--- src/rtl/lnk_pkg.sv ---
// Package: shared state encoding, register map and power-down decode constants
// for the AC-link reset and wake sequencer.
package lnk_pkg;

    // Reset sequencer states.
    typedef enum logic [1:0] {
        SQ_IDLE    = 2'd0,
        SQ_WARM    = 2'd1,
        SQ_COLD    = 2'd2,
        SQ_WAITCLK = 2'd3
    } seq_state_t;

    // Register addresses.
    localparam logic [1:0] ADR_MODE = 2'd0;
    localparam logic [1:0] ADR_MASK = 2'd1;
    localparam logic [1:0] ADR_STAT = 2'd2;
    localparam logic [1:0] ADR_CLEN = 2'd3;

    // Mode register bits.
    localparam int MODE_EN   = 0;
    localparam int MODE_WARM = 1;
    localparam int MODE_COLD = 2;

    // Status register bits.
    localparam int ST_READY  = 0;
    localparam int ST_WAKE   = 1;
    localparam int ST_BUSY   = 2;
    localparam int ST_ASLEEP = 3;

    // Codec power-down register address seen on the outgoing command slot.
    localparam logic [6:0] PD_REG_ADDR = 7'h26;

endpackage

--- src/rtl/lnk_sync.sv ---
// Module: lnk_sync
// Two-flop synchronizer for WIDTH independent single-bit asynchronous inputs.
// Assumes each bit is a level that stays put for several clk periods, so no
// multi-bit coherence is needed. Synchronous active-low reset clears to 0.
module lnk_sync #(
    parameter int WIDTH = 2
) (
    input  logic             clk,
    input  logic             rst_n,
    input  logic [WIDTH-1:0] async_in,
    output logic [WIDTH-1:0] sync_out
);

    logic [WIDTH-1:0] stage1;
    logic [WIDTH-1:0] stage2;

    // One two-flop chain for each input bit.
    for (genvar g = 0; g < WIDTH; g++) begin : g_bit
        always_ff @(posedge clk) begin
            if (!rst_n) begin
                stage1[g] <= 1'b0;
                stage2[g] <= 1'b0;
            end else begin
                stage1[g] <= async_in[g];
                stage2[g] <= stage1[g];
            end
        end
    end

    assign sync_out = stage2;

endmodule

--- src/rtl/lnk_edge.sv ---
// Module: lnk_edge
// Rising-edge detector on a synchronized level. Gives a one-cycle pulse on
// each 0->1 transition. Assumes the input is already synchronous to clk.
module lnk_edge (
    input  logic clk,
    input  logic rst_n,
    input  logic level,
    output logic rise
);

    logic level_d;

    // Keep the previous sample so a transition can be seen.
    always_ff @(posedge clk) begin
        if (!rst_n) level_d <= 1'b0;
        else        level_d <= level;
    end

    assign rise = level & ~level_d;

endmodule

--- src/rtl/lnk_wake_det.sv ---
// Module: lnk_wake_det
// Wake flag. It is set by a rising edge of the synchronized codec data input,
// but only while the link is asleep. Software clears it by writing 1. A held
// high level does not set it again, because only edges count.
// Assumes sdata_rise is a single-cycle pulse in the clk domain.
module lnk_wake_det (
    input  logic clk,
    input  logic rst_n,
    input  logic clr_all,
    input  logic asleep,
    input  logic sdata_rise,
    input  logic clr_w1c,
    output logic wake_flag
);

    // Set on a wake edge while asleep. Cleared by W1C or by controller reset.
    always_ff @(posedge clk) begin
        if (!rst_n || clr_all) begin
            wake_flag <= 1'b0;
        end else if (asleep && sdata_rise) begin
            wake_flag <= 1'b1;
        end else if (clr_w1c) begin
            wake_flag <= 1'b0;
        end
    end

    AST_WAKE_ONLY_ASLEEP: assert property (@(posedge clk) disable iff (!rst_n)
        $rose(wake_flag) |-> $past(asleep));

    AST_W1C_CLEARS: assert property (@(posedge clk) disable iff (!rst_n)
        ($past(clr_w1c) && !$past(sdata_rise)) |-> !wake_flag);

endmodule

--- src/rtl/lnk_rst_fsm.sv ---
// Module: lnk_rst_fsm
// Warm and cold reset sequencer. It times the pulse in system clocks, then
// counts bit-clock rising edges before it reports ready. Assumes
// start_warm/start_cold are already qualified by enable, and that
// bclk_rise is a synchronized single-cycle pulse.
module lnk_rst_fsm
    import lnk_pkg::*;
#(
    parameter int WARM_CYCLES = 50,
    parameter int BCLK_EDGES  = 4,
    parameter int CLEN_W      = 8
) (
    input  logic              clk,
    input  logic              rst_n,
    input  logic              enable,
    input  logic              start_warm,
    input  logic              start_cold,
    input  logic [CLEN_W-1:0] cold_len,
    input  logic              sleep_enter,
    input  logic              bclk_rise,
    output logic              sync_out,
    output logic              codec_rst_n,
    output logic              busy,
    output logic              ready,
    output logic              seq_start
);

    localparam int WARM_W = $clog2(WARM_CYCLES + 1);
    localparam int CNT_W  = (WARM_W > CLEN_W) ? WARM_W : CLEN_W;
    localparam int EDGE_W = $clog2(BCLK_EDGES + 1);
    localparam logic [CNT_W-1:0]  WARM_LOAD = CNT_W'(WARM_CYCLES - 1);
    localparam logic [EDGE_W-1:0] EDGE_LAST = EDGE_W'(BCLK_EDGES - 1);

    seq_state_t        state;
    logic [CNT_W-1:0]  pulse_cnt;
    logic [EDGE_W-1:0] edge_cnt;
    logic [CNT_W-1:0]  cold_load;

    // Cold pulse length: a programmed 0 still gives one cycle.
    assign cold_load = (cold_len == '0) ? '0 : CNT_W'(cold_len - 1'b1);

    // A sequence starts only from idle; cold has priority over warm.
    assign seq_start = (state == SQ_IDLE) && (start_warm || start_cold);

    // State, pulse timer, edge counter and ready flag.
    always_ff @(posedge clk) begin
        if (!rst_n || !enable) begin
            state     <= SQ_IDLE;
            pulse_cnt <= '0;
            edge_cnt  <= '0;
            ready     <= 1'b0;
        end else begin
            case (state)
                SQ_IDLE: begin
                    if (start_cold) begin
                        state     <= SQ_COLD;
                        pulse_cnt <= cold_load;
                        ready     <= 1'b0;
                    end else if (start_warm) begin
                        state     <= SQ_WARM;
                        pulse_cnt <= WARM_LOAD;
                        ready     <= 1'b0;
                    end else if (sleep_enter) begin
                        ready     <= 1'b0;
                    end
                end
                SQ_WARM, SQ_COLD: begin
                    if (pulse_cnt == '0) begin
                        state    <= SQ_WAITCLK;
                        edge_cnt <= '0;
                    end else begin
                        pulse_cnt <= pulse_cnt - 1'b1;
                    end
                end
                SQ_WAITCLK: begin
                    if (bclk_rise) begin
                        if (edge_cnt == EDGE_LAST) begin
                            state <= SQ_IDLE;
                            ready <= 1'b1;
                        end else begin
                            edge_cnt <= edge_cnt + 1'b1;
                        end
                    end
                end
                default: state <= SQ_IDLE;
            endcase
        end
    end

    // Outputs decoded from the registered state.
    assign sync_out    = (state == SQ_WARM);
    assign codec_rst_n = (state != SQ_COLD);
    assign busy        = (state != SQ_IDLE);

    AST_READY_NOT_BUSY: assert property (@(posedge clk) disable iff (!rst_n)
        ready |-> !busy);

    AST_EDGE_CNT_RANGE: assert property (@(posedge clk) disable iff (!rst_n)
        edge_cnt < EDGE_W'(BCLK_EDGES));

    AST_NO_RESTART_BUSY: assert property (@(posedge clk) disable iff (!rst_n)
        ($past(state) == SQ_WARM && state != SQ_IDLE) |-> state != SQ_COLD);

    AST_DISABLE_IDLES: assert property (@(posedge clk) disable iff (!rst_n)
        !enable |=> !busy);

endmodule

--- src/rtl/aclink_pwr_seq.sv ---
// Module: aclink_pwr_seq
// Top of the AC-link reset and wake sequencer. It holds the software
// registers, tracks sleep entry from power-down register writes,
// synchronizes the link inputs, and joins the wake detector and the reset
// sequencer. Everything runs on the always-running system clock; the codec
// bit clock is only sampled.
module aclink_pwr_seq
    import lnk_pkg::*;
#(
    parameter int WARM_CYCLES = 50,
    parameter int BCLK_EDGES  = 4,
    parameter int CLEN_W      = 8,
    parameter int CLEN_RESET  = 10
) (
    input  logic       clk,
    input  logic       rst_n,
    input  logic       reg_we,
    input  logic [1:0] reg_addr,
    input  logic [7:0] reg_wdata,
    output logic [7:0] reg_rdata,
    input  logic       pd_wr_valid,
    input  logic [6:0] pd_wr_addr,
    input  logic       pd_wr_pr4,
    input  logic       link_sdata_in,
    input  logic       link_bitclk,
    output logic       link_sync_out,
    output logic       link_rst_n,
    output logic       irq
);

    localparam int SYNC_W = 2;

    logic              ctl_en;
    logic              wake_ie;
    logic [CLEN_W-1:0] cold_len;
    logic              asleep;
    logic [SYNC_W-1:0] link_sync;
    logic              sdata_rise;
    logic              bclk_rise;
    logic              wake_flag;
    logic              busy;
    logic              ready;
    logic              seq_start;
    logic              wr_mode;
    logic              start_warm;
    logic              start_cold;
    logic              wake_w1c;
    logic              pd_hit;

    // Decode of register writes and requests.
    assign wr_mode    = reg_we && (reg_addr == ADR_MODE);
    assign start_warm = wr_mode && reg_wdata[MODE_WARM] && ctl_en && !busy;
    assign start_cold = wr_mode && reg_wdata[MODE_COLD] && ctl_en && !busy;
    assign wake_w1c   = reg_we && (reg_addr == ADR_STAT) && reg_wdata[ST_WAKE];
    assign pd_hit     = pd_wr_valid && (pd_wr_addr == PD_REG_ADDR) && pd_wr_pr4;

    // Software-written configuration registers.
    always_ff @(posedge clk) begin
        if (!rst_n) begin
            ctl_en   <= 1'b0;
            wake_ie  <= 1'b0;
            cold_len <= CLEN_W'(CLEN_RESET);
        end else if (reg_we) begin
            case (reg_addr)
                ADR_MODE: ctl_en   <= reg_wdata[MODE_EN];
                ADR_MASK: wake_ie  <= reg_wdata[0];
                ADR_CLEN: cold_len <= reg_wdata[CLEN_W-1:0];
                default:  ;
            endcase
        end
    end

    // Sleep tracking: set by a power-down write, cleared by any reset sequence.
    always_ff @(posedge clk) begin
        if (!rst_n || !ctl_en) begin
            asleep <= 1'b0;
        end else if (seq_start) begin
            asleep <= 1'b0;
        end else if (pd_hit) begin
            asleep <= 1'b1;
        end
    end

    // Bring both asynchronous link inputs into the system clock domain.
    lnk_sync #(.WIDTH(SYNC_W)) u_sync (
        .clk      (clk),
        .rst_n    (rst_n),
        .async_in ({link_bitclk, link_sdata_in}),
        .sync_out (link_sync)
    );

    lnk_edge u_sdata_edge (
        .clk   (clk),
        .rst_n (rst_n),
        .level (link_sync[0]),
        .rise  (sdata_rise)
    );

    lnk_edge u_bclk_edge (
        .clk   (clk),
        .rst_n (rst_n),
        .level (link_sync[1]),
        .rise  (bclk_rise)
    );

    lnk_wake_det u_wake (
        .clk        (clk),
        .rst_n      (rst_n),
        .clr_all    (!ctl_en),
        .asleep     (asleep),
        .sdata_rise (sdata_rise),
        .clr_w1c    (wake_w1c),
        .wake_flag  (wake_flag)
    );

    lnk_rst_fsm #(
        .WARM_CYCLES (WARM_CYCLES),
        .BCLK_EDGES  (BCLK_EDGES),
        .CLEN_W      (CLEN_W)
    ) u_fsm (
        .clk         (clk),
        .rst_n       (rst_n),
        .enable      (ctl_en),
        .start_warm  (start_warm),
        .start_cold  (start_cold),
        .cold_len    (cold_len),
        .sleep_enter (pd_hit),
        .bclk_rise   (bclk_rise),
        .sync_out    (link_sync_out),
        .codec_rst_n (link_rst_n),
        .busy        (busy),
        .ready       (ready),
        .seq_start   (seq_start)
    );

    assign irq = wake_flag && wake_ie;

    // Register read mux.
    always_comb begin
        reg_rdata = '0;
        case (reg_addr)
            ADR_MODE: reg_rdata[MODE_EN] = ctl_en;
            ADR_MASK: reg_rdata[0]       = wake_ie;
            ADR_STAT: reg_rdata[3:0]     = {asleep, busy, wake_flag, ready};
            ADR_CLEN: reg_rdata          = 8'(cold_len);
            default:  reg_rdata          = '0;
        endcase
    end

    AST_IRQ_MASKED: assert property (@(posedge clk) disable iff (!rst_n)
        irq |-> wake_ie);

    AST_PULSE_BUSY: assert property (@(posedge clk) disable iff (!rst_n)
        (link_sync_out || !link_rst_n) |-> (busy && !ready));

    AST_WARM_NO_CRST: assert property (@(posedge clk) disable iff (!rst_n)
        link_sync_out |-> link_rst_n);

endmodule

--- config.mk ---
export PLATFORM = sky130hd
export DESIGN_NAME = aclink_pwr_seq
export DESIGN_NICKNAME = d
export VERILOG_FILES = /design/src/rtl/lnk_pkg.sv /design/src/rtl/lnk_sync.sv /design/src/rtl/lnk_edge.sv /design/src/rtl/lnk_wake_det.sv /design/src/rtl/lnk_rst_fsm.sv /design/src/rtl/aclink_pwr_seq.sv
export SDC_FILE = /design/constraint.sdc
export NUM_CORES = 1
export LEC_CHECK = 0
export ABC_AREA = 1
export BUFFER_PORTS_ARGS = -buffer_cell sky130_fd_sc_hd__buf_2
export CAP_MARGIN = 30
export CELL_PAD_IN_SITES_DETAIL_PLACEMENT = 1
export CELL_PAD_IN_SITES_GLOBAL_PLACEMENT = 1
export CORE_UTILIZATION = 40
export CTS_BUF_LIST = sky130_fd_sc_hd__clkbuf_8
export CTS_CLUSTER_DIAMETER = 30
export DETAILED_ROUTE_END_ITERATION = 7
export HOLD_SLACK_MARGIN = 0.12
export PLACE_DENSITY_LB_ADDON = 0.1
export SYNTH_ARGS = -nofsm -noshare
export SYNTH_HDL_FRONTEND = slang
export SYNTH_SLANG_ARGS = --single-unit
--- constraint.sdc ---
create_clock -name clk -period 1.7 [get_ports clk]
set_input_delay 0.51 -clock clk [delete_from_list [all_inputs] [get_ports clk]]
set_output_delay 0.51 -clock clk [all_outputs]
set_load 0.05 [all_outputs]
==> flow_metrics.py <==
metrics = {
    "run_status": {
        "outcome": "finished with violations",
        "violations": "setup timing",
    },
    "min_path": {
        "min_path_type": "in2reg",
    },
    "cts": {
        "cts_made_buffers": 5,
        "clk_pin_slew_ns": 0.07,
        "cts_tree": "yes",
        "htreeDepth": 2,
        "clock_latency_ns": 0.29,
        "cts_sinks": 32,
        "cts_root_buf": "clkbuf_8",
        "clock_path_buffers": 2,
    },
    "worst_setup_path": {
        "start_kind": "primary input",
        "crit_path_frequent_cell": "buf_8",
        "critPathTopFamily": "buffers and inverters",
        "worst-path-max-fanout": 3,
        "crit_chain": "buf_8 > inv_4 > nor2_4 > inv_2 > o22ai_2 > a31oi_1 > nand2_2 > buf_8",
        "arrival_ns": 1.24,
        "cp-end-kind": "primary output",
        "reg2reg_slack_ns": 0.08,
        "slowest_stage": "a31oi_1",
        "path_class": "in2out",
        "cpPeakStageDelay_ns": 0.17,
        "cp_data_required_time_ns": 1.19,
        "cp_num_buf_inv": 4,
    },
    "finish": {
        "drive_above_1_share": 0.287,
        "post-route-util": 0.557,
        "fill_cells": 629,
        "antenna_cells": 0,
        "area_growth_pct": 34.7,
        "nNetsFinal": 396,
    },
    "synth": {
        "synth_mux_area_frac": 0,
        "synth_area_sq_mm": 0.00195,
        "synth_cell_type_count": 29,
        "ys_warn_count": 0,
        "syn-num-nets": 334,
        "synthAdderAreaFrac": 0.0704,
        "yosys.area_share.simple": 0.335,
        "synth_cells": 299,
        "syn_avg_cell_area_sq_um": 6.54,
        "synth_xor_area_frac": 0.00896,
        "synth-compound-area-share": 0.147,
        "yosys_register_bits": 32,
        "synth_top_family_by_area": "simple AND/OR/NAND/NOR gates",
        "yosysSeqAreaShare": 0.328,
    },
    "grt": {
        "grt_antenna_before_repair": 0,
        "grt-ovfl-total": 0,
        "grt_usage": 0.245,
        "grt_max_degree": 17,
        "first_global_vias": 2220,
        "grt_first_pass_wirelength_mm": 9.88,
    },
    "timing": {
        "post-route-worst-setup-slack_ns": -0.0468,
        "fin_tns_setup_ns": -0.132,
        "slew_headroom": 0.766,
        "fin_crit_sh": 1.03,
        "clock_skew_ns": 0.00721,
        "rsz0062_at_grt": "true",
        "setup_violations": 3,
        "slew_viol_final": 0,
        "min_period_ns": 1.75,
        "fmax_ghz": 0.572,
        "hold_viol_final": 0,
        "tightest_slew_ns": 0.347,
    },
    "routing": {
        "first_pass_iters": 4,
        "avgViaCountPerCell": 5.00,
        "vias": 2144,
        "postRouteAntennaNets": 0,
        "avgRoutedWirePerCell_um": 13.9,
        "drc": 0,
        "drt_wl_total_mm": 5.97,
        "initialDrtViolationCount": 85,
    },
    "place": {
        "place.gp.congestion": 0.794,
        "dp_hpwl_mm": 4.30,
        "io_buffers": 34,
    },
    "floorplanning": {
        "die_height_um": 71.9,
        "die_x_um": 71.9,
        "core_area_sq_mm": 0.00472,
        "io_pins": 35,
        "start_util": 0.414,
        "design.die.area_sq_mm": 0.00517,
        "fp-row-count": 25,
    },
    "power": {
        "powerDensity_mw_per_mm2": 651,
        "peakVddDrop_mv": 0.545,
        "power_w": 0.00171,
        "p_leak_nw": 1.26,
    },
    "job": {
        "maxCapViolations": 0,
    },
}
==> power breakdown <==
group / leakage [nW] / internal (W) / switching, W
sequential: 0.261 / 0.000768 / 0.0000114
combinational: 0.940 / 0.0000842 / 0.000128
clock: 0.0593 / 0.000429 / 0.000293
==> synth_stat cells <==
| library cell | n | area share |
|---|---|---|
| a21o_1 | 1 | 0.0038 |
| a21oi_1 | 15 | 0.038 |
| a22oi_1 | 1 | 0.0038 |
| a31oi_1 | 1 | 0.0032 |
| buf_2 | 1 | 0.0026 |
| buf_6 | 1 | 0.0058 |
| clkbuf_1 | 1 | 0.0019 |
| dfxtp_1 | 32 | 0.33 |
| ha_1 | 11 | 0.070 |
| inv_1 | 49 | 0.094 |
| inv_2 | 3 | 0.0058 |
| nand2_1 | 61 | 0.12 |
| nand2_2 | 3 | 0.0096 |
| nand3_1 | 20 | 0.051 |
| nand3_2 | 3 | 0.015 |
| nand4_1 | 4 | 0.013 |
| nor2_1 | 43 | 0.083 |
| nor2_2 | 4 | 0.013 |
| nor2_4 | 2 | 0.012 |
| nor2_8 | 1 | 0.010 |
| nor3_1 | 2 | 0.0051 |
| nor3b_1 | 1 | 0.0038 |
| o211ai_1 | 1 | 0.0038 |
| o21ai_0 | 22 | 0.056 |
| o21ai_1 | 8 | 0.020 |
| o221ai_1 | 1 | 0.0045 |
| o22ai_1 | 4 | 0.013 |
| or2_2 | 1 | 0.0032 |
| xor2_1 | 2 | 0.0090 |
==> worst register-to-register path, stage by stage (launching register included) <==
cell and delay, ns:
dfxtp_2 0.33, inv_2 0.06, ha_4 0.17, buf_4 0.14, or2_2 0.31, nand2_2 0.13
nor2_8 0.05, buf_4 0.14, o21ai_1 0.14, nor2_1 0.05
==> metal layers <==
metal	GRT usage	part of all wire
met5	0	0
met4	0.102	0.032
met3	0.0542	0.037
met2	0.456	0.52
met1	0.268	0.41
==> through the flow <==
stage / worst slack, ns / cells / hold WS [ns] / cell area (sq um)
floorplan: -0.313 / 299 / 0.390 / 1970
global placement: -0.156 / 414 / 0.393 / 2330
detailed placement: -0.212 / 414 / 0.408 / 2330
CTS: -0.0640 / 425 / 0.401 / 2540
global route: -0.101 / 429 / 0.408 / 2630
finish: -0.0468 / 429 / 0.407 / 2630
==> path summary, 6_finish.rpt <==
check,cells after the start,start,to
setup / recovery,8,reg_addr[1],reg_rdata[0]
hold reg to reg,2,u_sync.sync_out[0],u_sdata_edge.level_d
setup reg to reg,9,u_fsm.state[1],u_fsm.pulse_cnt[7]
hold / removal,3,link_sdata_in,u_sync.stage1[0]
==> sequential cells by signal, indices dropped and copies added, names as in the netlist <==
register	flops
u_fsm.edge_cnt	3
asleep	1
u_sdata_edge.level_d	1
u_wake.wake_flag	1
u_fsm.state	2
u_bclk_edge.level_d	1
cold_len	8
u_sync.stage1	2
u_fsm.ready	1
wake_ie	1
u_sync.sync_out	2
ctl_en	1
u_fsm.pulse_cnt	8
==> cell type report <==
type | instances | area (sq um) | area share
multi-input cells | 212 | 1170 | 0.446
flip-flops and latches | 32 | 643 | 0.244
repair buffers | 58 | 425 | 0.162
inverters | 52 | 198 | 0.0751
well taps | 67 | 83.8 | 0.0318
clock buffers | 5 | 68.8 | 0.0261
clock inverters | 3 | 38.8 | 0.0147
==> placed cells by master (no fill, tap or decap), types with 2 or more instances in the layout <==
| master | netlist | layout |
|---|---|---|
| a21oi_1 | 15 | 14 |
| buf_2 | 1 | 22 |
| buf_4 | 0 | 27 |
| buf_6 | 1 | 6 |
| buf_8 | 0 | 3 |
| clkbuf_8 | 0 | 5 |
| dfxtp_1 | 32 | 30 |
| dfxtp_2 | 0 | 2 |
| ha_1 | 11 | 9 |
| ha_4 | 0 | 2 |
| inv_1 | 49 | 44 |
| inv_2 | 3 | 8 |
| nand2_1 | 61 | 59 |
| nand2_2 | 3 | 4 |
| nand3_1 | 20 | 20 |
| nand3_2 | 3 | 3 |
| nand4_1 | 4 | 4 |
| nor2_1 | 43 | 37 |
| nor2_2 | 4 | 9 |
| nor2_4 | 2 | 3 |
| o21ai_0 | 22 | 21 |
| o21ai_1 | 8 | 9 |
| o22ai_1 | 4 | 2 |
| o22ai_2 | 0 | 2 |
| xor2_1 | 2 | 2 |
==> logic make-up (layout without fill, tap and decap cells) <==
kind of cell,after synthesis,in the layout
AOI/OAI and AO/OA,54,54
buffers and inverters,55,118
adders and majority gates,11,11
and+or+nand+nor,145,145
DFF,32,32
xor gates and xnor gates,2,2
==> repair_timing <==
action	CTS	global route
buffers inserted	3	4
setup endpoints to repair	16	18
pin swaps	4	6
resized for setup	29	20
endpoints found under the hold margin	0	0
hold buffers	0	0
No activity file was read; power rests on OpenSTA's default activity.
